## src/rtl/phase_sweep_pkg.sv

```systemverilog
package phase_sweep_pkg;

  typedef enum logic [1:0] {
    ST_IDLE  = 2'd0,
    ST_RUN   = 2'd1,
    ST_DRAIN = 2'd2
  } ctrl_state_e;

  // strobes travelling with each returned sample
  typedef struct packed {
    logic valid;  // a sample is on memData this cycle
    logic first;  // it is the prior sample of the circular pair chain
    logic last;   // it closes the current offset
  } strobe_t;

endpackage

```

## src/rtl/phase_sweep_ctrl.sv

```systemverilog
module phase_sweep_ctrl
  import phase_sweep_pkg::*;
#(
  parameter int SPS     = 16,
  parameter int NSYM    = 127,
  parameter int PHASE_W = $clog2(SPS),
  parameter int ADDR_W  = $clog2(SPS * NSYM)
) (
  input  logic               clk,
  input  logic               rstN,
  input  logic               start,
  input  logic               doneIn,
  output logic               memRdEn,
  output logic [ADDR_W-1:0]  memAddr,
  output strobe_t            strb,
  output logic [PHASE_W-1:0] strbPhase,
  output logic               busy
);

  localparam int SYM_W = $clog2(NSYM + 1);

  ctrl_state_e        state;
  logic [PHASE_W-1:0] phaseCnt;
  logic [SYM_W-1:0]   stepCnt;   // 0 = prior read of last symbol, 1..NSYM = symbol k-1
  logic [SYM_W-1:0]   symIdx;
  logic               stepEnd;
  logic               lastIssue;

  assign stepEnd   = (stepCnt == SYM_W'(NSYM));
  assign lastIssue = stepEnd && (phaseCnt == PHASE_W'(SPS - 1));
  assign symIdx    = (stepCnt == '0) ? SYM_W'(NSYM - 1) : stepCnt - SYM_W'(1);
  assign memAddr   = ADDR_W'(symIdx) * ADDR_W'(SPS) + ADDR_W'(phaseCnt);
  assign memRdEn   = (state == ST_RUN);
  assign busy      = (state != ST_IDLE);

  always_ff @(posedge clk) begin
    if (!rstN) begin
      state     <= ST_IDLE;
      phaseCnt  <= '0;
      stepCnt   <= '0;
      strb      <= '0;
      strbPhase <= '0;
    end else begin
      strb <= '0;
      case (state)
        ST_IDLE: begin
          if (start) begin
            state    <= ST_RUN;
            phaseCnt <= '0;
            stepCnt  <= '0;
          end
        end
        ST_RUN: begin
          strb.valid <= 1'b1;
          strb.first <= (stepCnt == '0);
          strb.last  <= stepEnd;
          strbPhase  <= phaseCnt;
          if (stepEnd) begin
            stepCnt  <= '0;
            phaseCnt <= phaseCnt + PHASE_W'(1);
            if (lastIssue) state <= ST_DRAIN;
          end else begin
            stepCnt <= stepCnt + SYM_W'(1);
          end
        end
        ST_DRAIN: begin
          if (doneIn) state <= ST_IDLE;
        end
        default: state <= ST_IDLE;
      endcase
    end
  end

  // every issued address lies inside the stored pattern
  assert_addr_range_R2: assert property (@(posedge clk) disable iff (!rstN)
    memRdEn |-> (memAddr < ADDR_W'(SPS * NSYM)));

  // the search only releases busy right after the completion pulse
  assert_busy_release_R7: assert property (@(posedge clk) disable iff (!rstN)
    $fell(busy) |-> $past(doneIn));

endmodule

```

## src/rtl/phase_sweep_datapath.sv

```systemverilog
module phase_sweep_datapath
  import phase_sweep_pkg::*;
#(
  parameter int SPS      = 16,
  parameter int SAMPLE_W = 8,
  parameter int SUM_W    = 24,
  parameter int PHASE_W  = $clog2(SPS)
) (
  input  logic                       clk,
  input  logic                       rstN,
  input  strobe_t                    strb,
  input  logic [PHASE_W-1:0]         strbPhase,
  input  logic signed [SAMPLE_W-1:0] memData,
  output logic                       sumDone,
  output logic signed [SUM_W-1:0]    sumVal,
  output logic [PHASE_W-1:0]         sumPhase,
  output logic [SPS*SUM_W-1:0]       phaseSums
);

  localparam int ERR_W = SAMPLE_W + 2;

  // value times the sign (+1, 0, -1) of another value
  function automatic logic signed [ERR_W-1:0] signTimes(
    input logic signed [SAMPLE_W-1:0] v,
    input logic signed [SAMPLE_W-1:0] s
  );
    logic signed [ERR_W-1:0] vx;
    vx = ERR_W'(v);
    if (s > 0)      return vx;
    else if (s < 0) return -vx;
    else            return '0;
  endfunction

  logic signed [SAMPLE_W-1:0] prevSample;
  logic signed [SUM_W-1:0]    acc;
  logic signed [ERR_W-1:0]    mmErr;
  logic signed [SUM_W-1:0]    newAcc;
  logic                       closeSum;

  assign mmErr    = signTimes(memData, prevSample) - signTimes(prevSample, memData);
  assign newAcc   = acc + SUM_W'(mmErr);
  assign closeSum = strb.valid && strb.last;

  always_ff @(posedge clk) begin
    if (!rstN) begin
      prevSample <= '0;
      acc        <= '0;
      sumDone    <= 1'b0;
      sumVal     <= '0;
      sumPhase   <= '0;
    end else begin
      sumDone <= closeSum;
      if (strb.valid) begin
        prevSample <= memData;
        if (strb.first) acc <= '0;
        else            acc <= newAcc;
      end
      if (closeSum) begin
        sumVal   <= newAcc;
        sumPhase <= strbPhase;
      end
    end
  end

  // one total register per offset
  for (genvar g = 0; g < SPS; g++) begin : g_sum
    logic signed [SUM_W-1:0] sumReg;
    always_ff @(posedge clk) begin
      if (!rstN) sumReg <= '0;
      else if (closeSum && strbPhase == PHASE_W'(g)) sumReg <= newAcc;
    end
    assign phaseSums[g*SUM_W +: SUM_W] = sumReg;
  end

  // totals change only on the edge that closes an offset
  assert_sums_hold_R9: assert property (@(posedge clk) disable iff (!rstN)
    !closeSum |=> $stable(phaseSums));

  // a closing strobe is never also the opening prior read
  assert_close_not_first_R1: assert property (@(posedge clk) disable iff (!rstN)
    closeSum |-> !strb.first);

endmodule

```

## src/rtl/phase_sweep_select.sv

```systemverilog
module phase_sweep_select #(
  parameter int SPS     = 16,
  parameter int SUM_W   = 24,
  parameter int PHASE_W = $clog2(SPS)
) (
  input  logic                    clk,
  input  logic                    rstN,
  input  logic                    sumDone,
  input  logic signed [SUM_W-1:0] sumVal,
  input  logic [PHASE_W-1:0]      sumPhase,
  output logic                    done,
  output logic [PHASE_W-1:0]      bestPhase
);

  logic [SUM_W-1:0] absVal;
  logic [SUM_W-1:0] bestAbs;
  logic             takeNew;

  assign absVal  = sumVal[SUM_W-1] ? SUM_W'(-sumVal) : SUM_W'(sumVal);
  // strict compare keeps the lower offset on a tie
  assign takeNew = (sumPhase == '0) || (absVal < bestAbs);

  always_ff @(posedge clk) begin
    if (!rstN) begin
      bestAbs   <= '0;
      bestPhase <= '0;
      done      <= 1'b0;
    end else begin
      done <= sumDone && (sumPhase == PHASE_W'(SPS - 1));
      if (sumDone && takeNew) begin
        bestAbs   <= absVal;
        bestPhase <= sumPhase;
      end
    end
  end

  // the kept magnitude never exceeds the one just offered
  assert_best_minimum_R6: assert property (@(posedge clk) disable iff (!rstN)
    (sumDone && sumPhase != '0) |=> (bestAbs <= $past(absVal)));

  // completion is a single-cycle pulse
  assert_done_pulse_R7: assert property (@(posedge clk) disable iff (!rstN)
    done |=> !done);

  // the chosen offset moves only when a total is offered
  assert_best_hold_R9: assert property (@(posedge clk) disable iff (!rstN)
    !sumDone |=> $stable(bestPhase));

endmodule

```

## src/rtl/phase_sweep_search.sv

```systemverilog
module phase_sweep_search
  import phase_sweep_pkg::*;
#(
  parameter int SPS      = 16,
  parameter int NSYM     = 127,
  parameter int SAMPLE_W = 8,
  parameter int SUM_W    = 24,
  localparam int PHASE_W = $clog2(SPS),
  localparam int ADDR_W  = $clog2(SPS * NSYM)
) (
  input  logic                       clk,
  input  logic                       rstN,
  input  logic                       start,
  output logic                       memRdEn,
  output logic [ADDR_W-1:0]          memAddr,
  input  logic signed [SAMPLE_W-1:0] memData,
  output logic                       busy,
  output logic                       done,
  output logic [PHASE_W-1:0]         bestPhase,
  output logic [SPS*SUM_W-1:0]       phaseSums
);

  strobe_t                 strb;
  logic [PHASE_W-1:0]      strbPhase;
  logic                    sumDone;
  logic signed [SUM_W-1:0] sumVal;
  logic [PHASE_W-1:0]      sumPhase;

  phase_sweep_ctrl #(
    .SPS(SPS), .NSYM(NSYM), .PHASE_W(PHASE_W), .ADDR_W(ADDR_W)
  ) uCtrl (
    .clk(clk), .rstN(rstN), .start(start), .doneIn(done),
    .memRdEn(memRdEn), .memAddr(memAddr),
    .strb(strb), .strbPhase(strbPhase), .busy(busy)
  );

  phase_sweep_datapath #(
    .SPS(SPS), .SAMPLE_W(SAMPLE_W), .SUM_W(SUM_W), .PHASE_W(PHASE_W)
  ) uPath (
    .clk(clk), .rstN(rstN), .strb(strb), .strbPhase(strbPhase),
    .memData(memData), .sumDone(sumDone), .sumVal(sumVal),
    .sumPhase(sumPhase), .phaseSums(phaseSums)
  );

  phase_sweep_select #(
    .SPS(SPS), .SUM_W(SUM_W), .PHASE_W(PHASE_W)
  ) uSel (
    .clk(clk), .rstN(rstN), .sumDone(sumDone), .sumVal(sumVal),
    .sumPhase(sumPhase), .done(done), .bestPhase(bestPhase)
  );

endmodule

```

## config.mk

```make
export PLATFORM = sky130hd
export DESIGN_NAME = phase_sweep_search
export DESIGN_NICKNAME = d
export VERILOG_FILES = /design/src/rtl/phase_sweep_pkg.sv /design/src/rtl/phase_sweep_ctrl.sv /design/src/rtl/phase_sweep_datapath.sv /design/src/rtl/phase_sweep_select.sv /design/src/rtl/phase_sweep_search.sv
export SDC_FILE = /design/constraint.sdc
export NUM_CORES = 1
export LEC_CHECK = 0
export BUFFER_PORTS_ARGS = -buffer_cell sky130_fd_sc_hd__buf_2
export CELL_PAD_IN_SITES_DETAIL_PLACEMENT = 0
export CELL_PAD_IN_SITES_GLOBAL_PLACEMENT = 1
export CORE_ASPECT_RATIO = 1.25
export CORE_UTILIZATION = 29
export DETAILED_ROUTE_END_ITERATION = 8
export PLACE_DENSITY_LB_ADDON = 0.1
export SYNTH_ARGS = -nofsm -noshare
export SYNTH_HDL_FRONTEND = slang
export SYNTH_SLANG_ARGS = --single-unit
```

## constraint.sdc

```tcl
create_clock -name clk -period 8.89 [get_ports clk]
set_input_delay 1.778 -clock clk [delete_from_list [all_inputs] [get_ports clk]]
set_output_delay 1.778 -clock clk [all_outputs]
set_load 0.05 [all_outputs]
```

* Yosys cells after proc, flatten, opt, wreduce, memory -nomap -nowiden *
Index checks and enable logic that the tools add are counted.

word-level totals
  output and inout port bits = 402
  register bits = 494
  word-level logic and storage cells = 119
  input port bits = 11

operators by class
  eq/ne operators = 24
  multiplexer cells = 19
  magnitude comparators = 5
  $add $sub $neg = 9
  reductions and logical operators = 31

operators with widths
  operator                                             count
  two-way mux 24 bit                                   2
  == test 4 bit (second input constant)                10
  two-way mux 10 bit                                   4
  adder 24 x 10 -> 24 bit                              1
  < comparator 24 bit                                  1
  negation 24 bit                                      1
  two-way mux 7 bit                                    3
  logical AND 1 bit                                    20
  negation 8 -> 10 bit                                 2
  == test 4 x 3 -> 1 bit (second input constant)       4
  > comparator 8 x 1 -> 1 bit (second input constant)  2
  < comparator 8 x 1 -> 1 bit (second input constant)  2
  case mux 7 bit (2 select lines)                      1
  adder 11 x 4 -> 11 bit                               1
  subtractor 10 bit                                    1
  == test 4 x 2 -> 1 bit (second input constant)       2
  logical NOT 4 bit                                    2
  two-way mux 2 bit                                    4
  two-way mux 4 bit                                    2
  case mux 4 bit (2 select lines)                      1
  adder 7 x 1 -> 7 bit (second input constant)         1
  == test 7 bit (second input constant)                1
  logical NOT 7 bit                                    1
  subtractor 7 x 1 -> 7 bit (second input constant)    1
  other kinds (14)                                     18

* Logic depth before layout (Yosys ltp) *
Gate-level depths: netlist of run 1.

  depth in word-level cells = 6
  gate-level depth with buffers = 29
  gate-level depth less buffers = 26

* Modules after synthesis *
From an unflattened synthesis of run 1, not the netlist that was laid out.

second synthesis, totals
  cells, all modules = 2,533
  area, all modules = 20,523.4 um^2

by module, submodules not included
  module                sequential area each (um^2)  instances  cells an instance  area each (um^2)
  phase_sweep_datapath  8,908.5                      1          2,122              17,234.0
  phase_sweep_select    580.6                        1          277                2,234.6
  phase_sweep_ctrl      400.4                        1          134                1,054.8

* Worst setup path after synthesis of run 1 *
OpenSTA, ideal clock, no wires.

  path type = input to register
  start = input port memData[2]
  end = register uPath.acc[21]
  data arrival time = 6,754 ps
  data required time = 8,767 ps
  setup time = 123 ps
  cell stages on the path = 23
  path buffers = 3
  setup slack = 2,013 ps
  cell sequence = nor4_4 -> nand2_1 -> or3_1 -> ha_1 -> clkbuf_8 -> clkbuf_1 -> nor2_1 -> a21oi_1 -> ha_1 -> nor2b_1 -> o21ai_1 -> o21ai_1 -> a31oi_4 -> xnor2_2 -> ha_1 -> a2111o_1 -> o221ai_1 -> a21oi_1 -> nand2b_4 -> a31oi_1 -> xor2_1 -> buf_2 -> o21ai_0

on the way
  word-level cells in the longest chain between the ends = 6
  elaborated cells between the ends (all ways) = 10
  those cells by class = add/sub (3); order compare (2); mux (5)

RTL lines
  what                                                                 RTL line                    RTL
  start, declared                                                      phase_sweep_search.sv:16    input logic signed [SAMPLE_W-1:0] memData,
  negation 8 -> 10 bit or < comparator 8 x 1 -> 1 bit (tied branches)  phase_sweep_datapath.sv:30  else if (s < 0) return -vx;
  two-way mux 10 bit                                                   phase_sweep_datapath.sv:30
  two-way mux 10 bit                                                   phase_sweep_datapath.sv:29  if (s > 0) return vx;
  subtractor 10 bit *                                                  phase_sweep_datapath.sv:40  assign mmErr = signTimes(memData, prevSample) - signTimes(prevSample, memData);
  adder 24 x 10 -> 24 bit *                                            phase_sweep_datapath.sv:41  assign newAcc = acc + SUM_W'(mmErr);
  two-way mux 24 bit *                                                 phase_sweep_datapath.sv:55  if (strb.first) acc <= '0;
  end signal, assigned                                                 phase_sweep_datapath.sv:56  else acc <= newAcc;
  end, declared                                                        phase_sweep_datapath.sv:35  logic signed [SUM_W-1:0] acc;

Mark *: on every way between the ends. The rest lies on a longest branch, timed or not.
A chain may end at the register's enable or synchronous reset.

* Worst setup path in the final report of run 1 *
  start = input port memData[2]
  end = register uPath.g_sum[4].sumReg[21]

on the way
  word-level cells in the longest chain between the ends = 5
  elaborated cells between the ends (all ways) = 9
  those cells by class = add/sub (3); order compare (2); mux (4)

RTL lines
  what                                                                 RTL line                    RTL
  negation 8 -> 10 bit or < comparator 8 x 1 -> 1 bit (tied branches)  phase_sweep_datapath.sv:30
  two-way mux 10 bit                                                   phase_sweep_datapath.sv:30
  two-way mux 10 bit                                                   phase_sweep_datapath.sv:29
  subtractor 10 bit *                                                  phase_sweep_datapath.sv:40
  adder 24 x 10 -> 24 bit *                                            phase_sweep_datapath.sv:41
  end signal, assigned                                                 phase_sweep_datapath.sv:70  else if (closeSum && strbPhase == PHASE_W'(g)) sumReg <= newAcc;
  end, declared                                                        phase_sweep_datapath.sv:67  logic signed [SUM_W-1:0] sumReg;

Marks and branches as above.

==> results by group, run 1 <==
Finish
  – Design Area, Final: 26700 µm²
  – Final net count: ~2900
  – Most common library cell in the layout ignoring fill and taps: nand2_1
  – Area grow syn2layout: 24.2%
  – Filler cell count: 7641
  – Antenna Cells: 0
  – Utilization after layout: 0.364
  – Share of layout cells above drive strength 1: 0.215
  – Commonest cells after routing, fill and taps aside: 632 x nand2_1, 494 x dfxtp_1, 411 x buf_2, 216 x a21boi_0, 145 x o21ai_0

Die
  – Core Box Area: ~73000 µm²
  – Ports: 413
  – Initial core utilization: 0.293
  – Die X: 246 µm
  – Std cell rows: between 100 and 150
  – Die Ht: approximately 310 µm
  – Die area: 75200 µm²

STA
  – WHS: 0.450 ns
  – Fin. max-slew vios: 0
  – Final setup viols: 0
  – Final hold vios: 0
  – Worst setup margin: 1.56 ns
  – Final TNS setup: 0 ns
  – Worst rel slew slack: 0.0891
  – Worst Skew: 0.0484 ns
  – Unrepaired setup endpoints after global routing: false
  – Ratio of final minimum period to clock period: 0.825
  – Least-Margin Pin Slew: 1.36 ns
  – Highest attainable clock frequency: 136 MHz
  – Minimum clock period: 7.33 ns

Detailed routing
  – Final WL: ~84000 µm
  – # DRC: 0
  – WL/cell: approximately 22 µm
  – Via count: 18800
  – First-pass DRT Iterations: 4
  – ANT nets after route: 0
  – Vias per cell: 4.87
  – Drt initial violations: 1126

Worst setup path
  – Crit-path max cell delay: ~0.72 ns
  – CP Data Required Time: 9.34 ns
  – CP max stage cell: xor2_4
  – Crit Path Class: in -> reg
  – Startpoint Class: input port
  – Crit-path cells: buf_2, nor4_4, nand2_1, or3_1, ha_1, a211oi_1, a31oi_1, a2bb2oi_1, ha_1, a21o_1, a211oi_1, nor2_1, a31oi_4, xnor2_2, buf_4, ha_1, a2111o_1, o221ai_1, a21oi_1, nand2b_4, a31oi_1, xor2_4, o21ai_0
  – Reg2reg setup slack: 2.39 ns
  – Maximum fanout along the worst path: 19
  – Crit path from: memData[2]
  – Reg-to-Reg Start: uPath.prevSample[7]
  – Worst-case reg-to-reg path depth: 22
  – Worst setup path end: uPath.g_sum[4].sumReg[21]
  – Crit. End Element: register
  – Capturing point of the worst reg2reg path: uPath.g_sum[1].sumReg[20]
  – Critical path data arrival time: just under 8 ns
  – CP dominant cell by count: ha_1

CTS
  – Clock buffer depth: 3
  – Clock slew at reported path FFs: 0.06 ns
  – Post-CTS Setup Inserts: 0
  – Post-CTS Hold Fix Bufs: 0
  – Worst-skew pair later-pin latency: 0.65 ns
  – CTS Sinks: 494
  – Post-CTS sizing: 0
  – H-tree levels: 2
  – CTS tree: yes
  – Root buffer cell: clkbuf_16
  – CTS buffer count: 55

Power and ir drop
  – Worst VDD drop: 0.170 mV
  – Flop pwr share: 0.324
  – Net Sw Frac: 0.394
  – Net Sw Power: ~2.7 mW
  – Clock power share: 0.353
  – Power per cell area: between 200 and 300 nW/µm²
  – Leak: 11.4 nW
  – Gate power share: 0.323
  – Internal power: 4.22 mW

Run status
  – Status: complete, no violations

Placed design
  – Post-DP HPWL: 57600 µm
  – Area after DPL: 24700 µm²
  – RePlAce Congestion: roughly 0.80
  – IO buf count: 412
  – Post-Place Setup Slack: 0.861 ns

Logic synthesis
  – Ys Warns: 0
  – Async S/R FF share, synth: 0
  – Post-synth cell types: 72
  – Mapped Avg Cell Area: about 8.5 µm²
  – Register area share after synthesis: 0.460
  – Net Count, Synth: 2607
  – Ys flop type: dfxtp_1
  – Synth Register Bits: 494
  – Post-synth EDFFs: 0
  – Gate Count Post-Synth: roughly 2500
  – Mapped Area: 21500 µm²

Global routing
  – First-pass GRT wire length: between 100000 and 150000 µm
  – Total gr overflow: 0
  – GRT Util Overall: 0.220
  – Largest net degree at the start of global routing: 185
  – Initial antenna violation count: 1
  – Vias in the first global route: about 19000

Run
  – Maximum Capacitance Violations: 0

Worst hold path
  – HP Class: reg -> reg
[layout make-up]
class,count,area [µm²],share of cell area
sequential,494,9890,0.370
timing repair buffer,465,2480,0.0930
multi-input combinational,1795,11000,0.410
inverter,55,206,0.00773
clock buffer,78,1630,0.0612
tap,960,1200,0.0450
clock inverter,23,328,0.0123
[worst min path at each step]
stage / cells after the start / slack [ns] / endpoint / from
detailed placement: 2 / 0.44 / uPath.g_sum[15].sumReg[10] / uPath.g_sum[15].sumReg[10]
global placement: 2 / 0.44 / uPath.g_sum[10].sumReg[19] / uPath.g_sum[10].sumReg[19]
global route: 2 / 0.47 / uPath.g_sum[1].sumReg[19] / uPath.g_sum[1].sumReg[19]
CTS: 2 / 0.45 / uPath.g_sum[15].sumReg[10] / uPath.g_sum[15].sumReg[10]
finish: 2 / 0.45 / uPath.g_sum[15].sumReg[10] / uPath.g_sum[15].sumReg[10]
floorplan: 2 / 0.44 / uSel.done / uPath.sumDone
[kinds of logic after synthesis]
group           count (synthesis)  share of synthesized area
compound gates                624                      0.203
xor+xnor                       55                     0.0242
fa+ha+maj                      65                     0.0385
buf+inv                       242                     0.0446
flops                         494                      0.460
mux                            41                     0.0191
simple gates                 1010                      0.211
[cell usage after synthesis, drive strengths merged, types with 3 or more instances]
master,instances,share of area
a21boi,230,0.080
nand3,102,0.024
a21o,21,0.0073
inv,54,0.0094
a2bb2oi,4,0.0016
nand2b,9,0.0030
a21oi,71,0.019
a211oi,9,0.0034
o31ai,7,0.0024
nand3b,11,0.0038
or3,6,0.0017
nor2b,73,0.021
nand2,632,0.11
xnor2,37,0.016
o21a,3,0.0010
o211ai,4,0.0014
a22oi,4,0.0016
nor4,8,0.0043
o22ai,5,0.0015
nor4b,4,0.0016
mux2i,40,0.019
buf,13,0.0037
or2,6,0.0017
clkbuf,174,0.031
o41ai,4,0.0016
xor2,18,0.0077
o21ai,167,0.039
ha,63,0.037
and2,45,0.013
o21bai,4,0.0014
o311ai,17,0.0069
nor2,57,0.010
nor3,20,0.0047
a31oi,7,0.0027
and3,4,0.0012
o211a,54,0.025
nand4,28,0.0081
dfxtp,494,0.46
[layer usage]
layer  global-route usage  vias to the layer above  share of wire
li1                     -                     9281              -
met1                0.275                     9065           0.44
met2                0.378                      410           0.49
met3               0.0526                       89          0.059
met4               0.0477                        0          0.018
met5                    0                        -              0
[stage by stage]
stage / power, mW / std cells
6_report: 6.96 / 3870
5_1_grt: 7.26 / 3870
4_1_cts: 7.10 / 3870
3_5_place_dp: 4.61 / 3769
3_3_place_gp: 4.60 / 3769
2_1_floorplan: 3.33 / 2531
[power by group through the flow]
| stage | combinational [mW] | sequential [mW] | clock (mW) |
|---|---|---|---|
| 2_1_floorplan | 1.03 | 2.29 | 0 |
| 3_3_place_gp | 2.29 | 2.31 | 0 |
| 3_5_place_dp | 2.30 | 2.31 | 0 |
| 4_1_cts | 2.31 | 2.26 | 2.54 |
| 5_1_grt | 2.38 | 2.26 | 2.62 |
| 6_report | 2.25 | 2.26 | 2.46 |
[sequential cells by signal, summed over array words and instances, names as in the netlist, 3 cells and up]
name	count
uPath.sumVal	24
uCtrl.stepCnt	7
uSel.bestPhase	4
uSel.bestAbs	24
uPath.g_sum.sumReg	384
uPath.acc	24
uCtrl.phaseCnt	4
uPath.sumPhase	4
uPath.prevSample	8
uCtrl.strbPhase	4
uCtrl.strb	3
[critical path, delay by kind of cell]
kind | cells | cell delay [ns]
AOI/OAI and AO/OA | 11 | 2.49
xor gates and xnor gates | 2 | 0.85
buffers and inverters | 2 | 0.40
adders and majority gates | 3 | 1.14
and+or+nand+nor | 5 | 1.09
(Power assumes the default switching activity.)
==> inputs of run 2 (changes only) <==
- clock period: 8.89 -> 6.3 ns (I/O delays scaled with it)
==> run 2 against run 1 <==
Via count grew 2.5%. Largest power group is now combinational cells. Register-to-register slack lost 1.8 ns. Global-route usage grew 0.12 points. Critical endpoint is now uPath.acc[16]. Non-clock buffer count grew 96. Sequential share of layout area shrank 1.1 points. Clock power grew 33%. Worst hold slack is essentially flat. Sequential cell count is the same. First-iteration DRC count grew 1.4%. Core utilization grew 1.2 points. Sequential power grew 41%.
==> results by group, run 2 (same netlist as run 1, synthesis figures left out) <==
Run status
  – Status: complete, no violations

Worst setup path
  – Critical path data arrival time: 6.30 ns
  – Crit path buffers/inverters: 5
  – Reg-to-Reg Start: uPath.prevSample[1]
  – Crit-path max cell delay: 0.57 ns
  – Crit. path cell count: 26
  – CP max stage cell: nor4b_1
  – Crit path from: memData[2]
  – CP Data Required Time: 6.84 ns
  – Startpoint Class: input port
  – Maximum fanout along the worst path: 15
  – Reg2reg setup slack: 0.62 ns
  – Worst setup path end: uPath.acc[16]
  – Crit Path Class: in -> reg
  – Crit. End Element: register
  – Worst-case reg-to-reg path depth: 24
  – Capturing point of the worst reg2reg path: uPath.acc[16]
  – CP top delay family: simple AND/OR/NAND/NOR gates

Die
  – Ports: between 400 and 500
  – Die area: 75200 µm²
  – Core Box Area: 73300 µm²
  – Std cell rows: 111
  – Initial core utilization: 0.293
  – Die Ht: 306 µm
  – Die X: between 200 and 250 µm

STA
  – Fin. max-slew vios: 0
  – Unrepaired setup endpoints after global routing: false
  – Worst Skew: 0.0412 ns
  – Ratio of final minimum period to clock period: 0.915
  – Minimum clock period: around 5.8 ns
  – Final setup viols: 0
  – Worst rel slew slack: 0.195
  – Highest attainable clock frequency: roughly 170 MHz
  – Final hold vios: 0
  – Least-Margin Pin Slew: 1.21 ns

CTS
  – Post-CTS Hold Fix Bufs: 0
  – H-tree levels: 2
  – CTS buffer count: 55
  – Post-CTS Setup Inserts: 0
  – Root buffer cell: clkbuf_16
  – Clock buffer depth: 3
  – CTS tree: yes
  – CTS Sinks: ~490
  – Clock slew at reported path FFs: 0.06 ns
  – Worst-skew pair later-pin latency: 0.63 ns
  – Post-CTS sizing: 0

Power and ir drop
  – Net Sw Power: 4.05 mW
  – Net Sw Frac: 0.383
  – Clock power share: 0.308
  – Internal power: approximately 6.5 mW
  – Tot Pwr: 10.6 mW
  – Worst VDD drop: around 0.37 mV
  – Gate power share: 0.391
  – Power per cell area: 384 nW/µm²
  – Leak: roughly 12 nW
  – Flop pwr share: 0.300

Finish
  – Share of layout cells above drive strength 1: 0.238
  – Final net count: 3038
  – Filler cell count: between 7000 and 8000
  – Area grow syn2layout: 28.2%
  – Antenna Cells: 0
  – Most common library cell in the layout ignoring fill and taps: nand2_1
  – Final std cells w/o fill: 3962
  – Max reg flops: approximately 380
  – Reg with most FFs: uPath.g_sum.sumReg
  – Commonest cells after routing, fill and taps aside: 632 x nand2_1, 494 x dfxtp_1, 411 x buf_2, 216 x a21boi_0, 145 x o21ai_0

Global routing
  – Total gr overflow: 0
  – First-pass GRT wire length: 125000 µm
  – Vias in the first global route: around 19000
  – GRT Util Overall: 0.221
  – Initial antenna violation count: 4
  – Largest net degree at the start of global routing: 195

Worst hold path
  – HP Class: reg -> reg

Detailed routing
  – Vias per cell: 4.87
  – First-pass DRT Iterations: 5
  – Final WL: 85000 µm
  – ANT nets after route: 0
  – # DRC: 0
  – WL/cell: between 20 and 25 µm
  – Via count: 19300
  – Drt initial violations: 1142

Placed design
  – Placed instance count: 3865
  – IO buf count: 412
  – Post-DP HPWL: 59100 µm
  – RePlAce Congestion: 0.838

Run
  – Maximum Capacitance Violations: 0
run 2: cell count changes in the layout (fill, tap and decap cells not counted), sizes merged:
cell / delta
buf: +96
clkinv: -1
clkbuf: +1
bufinv: -3
inv: -1
run 2: routing by layer:
| layer | routed length, µm | track usage | vias to the layer above |
|---|---|---|---|
| li1 | - | - | 9464 |
| met1 | 36500 | 0.276 | 9228 |
| met2 | 40200 | 0.369 | 488 |
| met3 | 5480 | 0.0502 | 129 |
| met4 | 2810 | 0.0754 | 0 |
| met5 | 0 | 0 | - |
run 2: worst min-delay path: cells and delay by family (launching register included):
kind,cells,cell delay (ns)
flops,1,0.30
simple gates,1,0.05
compound gates,1,0.05
run 2: cell type report:
cell class	count	area [µm²]	area share
Clock inverter	18	214	0.00776
Inverter	55	206	0.00749
Timing Repair Buffer	561	3490	0.127
Sequential cell	494	9890	0.359
Multi-Input combinational cell	1795	11000	0.398
Clock buffer	79	1590	0.0576
Tap cell	960	1200	0.0436
run 2: metrics by stage:
step           setup WS, ns  utilization  setup TNS, ns  hold WS (ns)  area (µm²)
2_1_floorplan         0.106            -              0         0.439       21500
3_3_place_gp        -0.0497        0.351         -0.588         0.440       25800
3_5_place_dp        -0.0913        0.351          -2.50         0.446       25800
4_1_cts               0.549        0.376              0         0.455       27600
5_1_grt               0.138        0.376              0         0.481       27600
6_report              0.537        0.376              0         0.450       27600
run 2: how the worst min path moves through the flow:
stage | start | end | slack, ns | cells after the start
detailed placement | uPath.g_sum[15].sumReg[10] | uPath.g_sum[15].sumReg[10] | 0.45 | 2
floorplan | uPath.sumDone | uSel.done | 0.44 | 2
global placement | uPath.g_sum[11].sumReg[19] | uPath.g_sum[11].sumReg[19] | 0.44 | 2
global route | uPath.g_sum[10].sumReg[19] | uPath.g_sum[10].sumReg[19] | 0.48 | 2
finish | uPath.g_sum[0].sumReg[19] | uPath.g_sum[0].sumReg[19] | 0.45 | 2
CTS | uPath.g_sum[15].sumReg[10] | uPath.g_sum[15].sumReg[10] | 0.45 | 2
run 2: power groups by stage:
| stage | registers (mW) | logic (mW) | clock network, mW |
|---|---|---|---|
| 6_report | 3.18 | 4.14 | 3.27 |
| 2_1_floorplan | 3.24 | 1.47 | 0 |
| 4_1_cts | 3.18 | 4.23 | 3.36 |
| 3_5_place_dp | 3.25 | 4.22 | 0 |
| 5_1_grt | 3.18 | 4.37 | 3.47 |
| 3_3_place_gp | 3.25 | 4.18 | 0 |
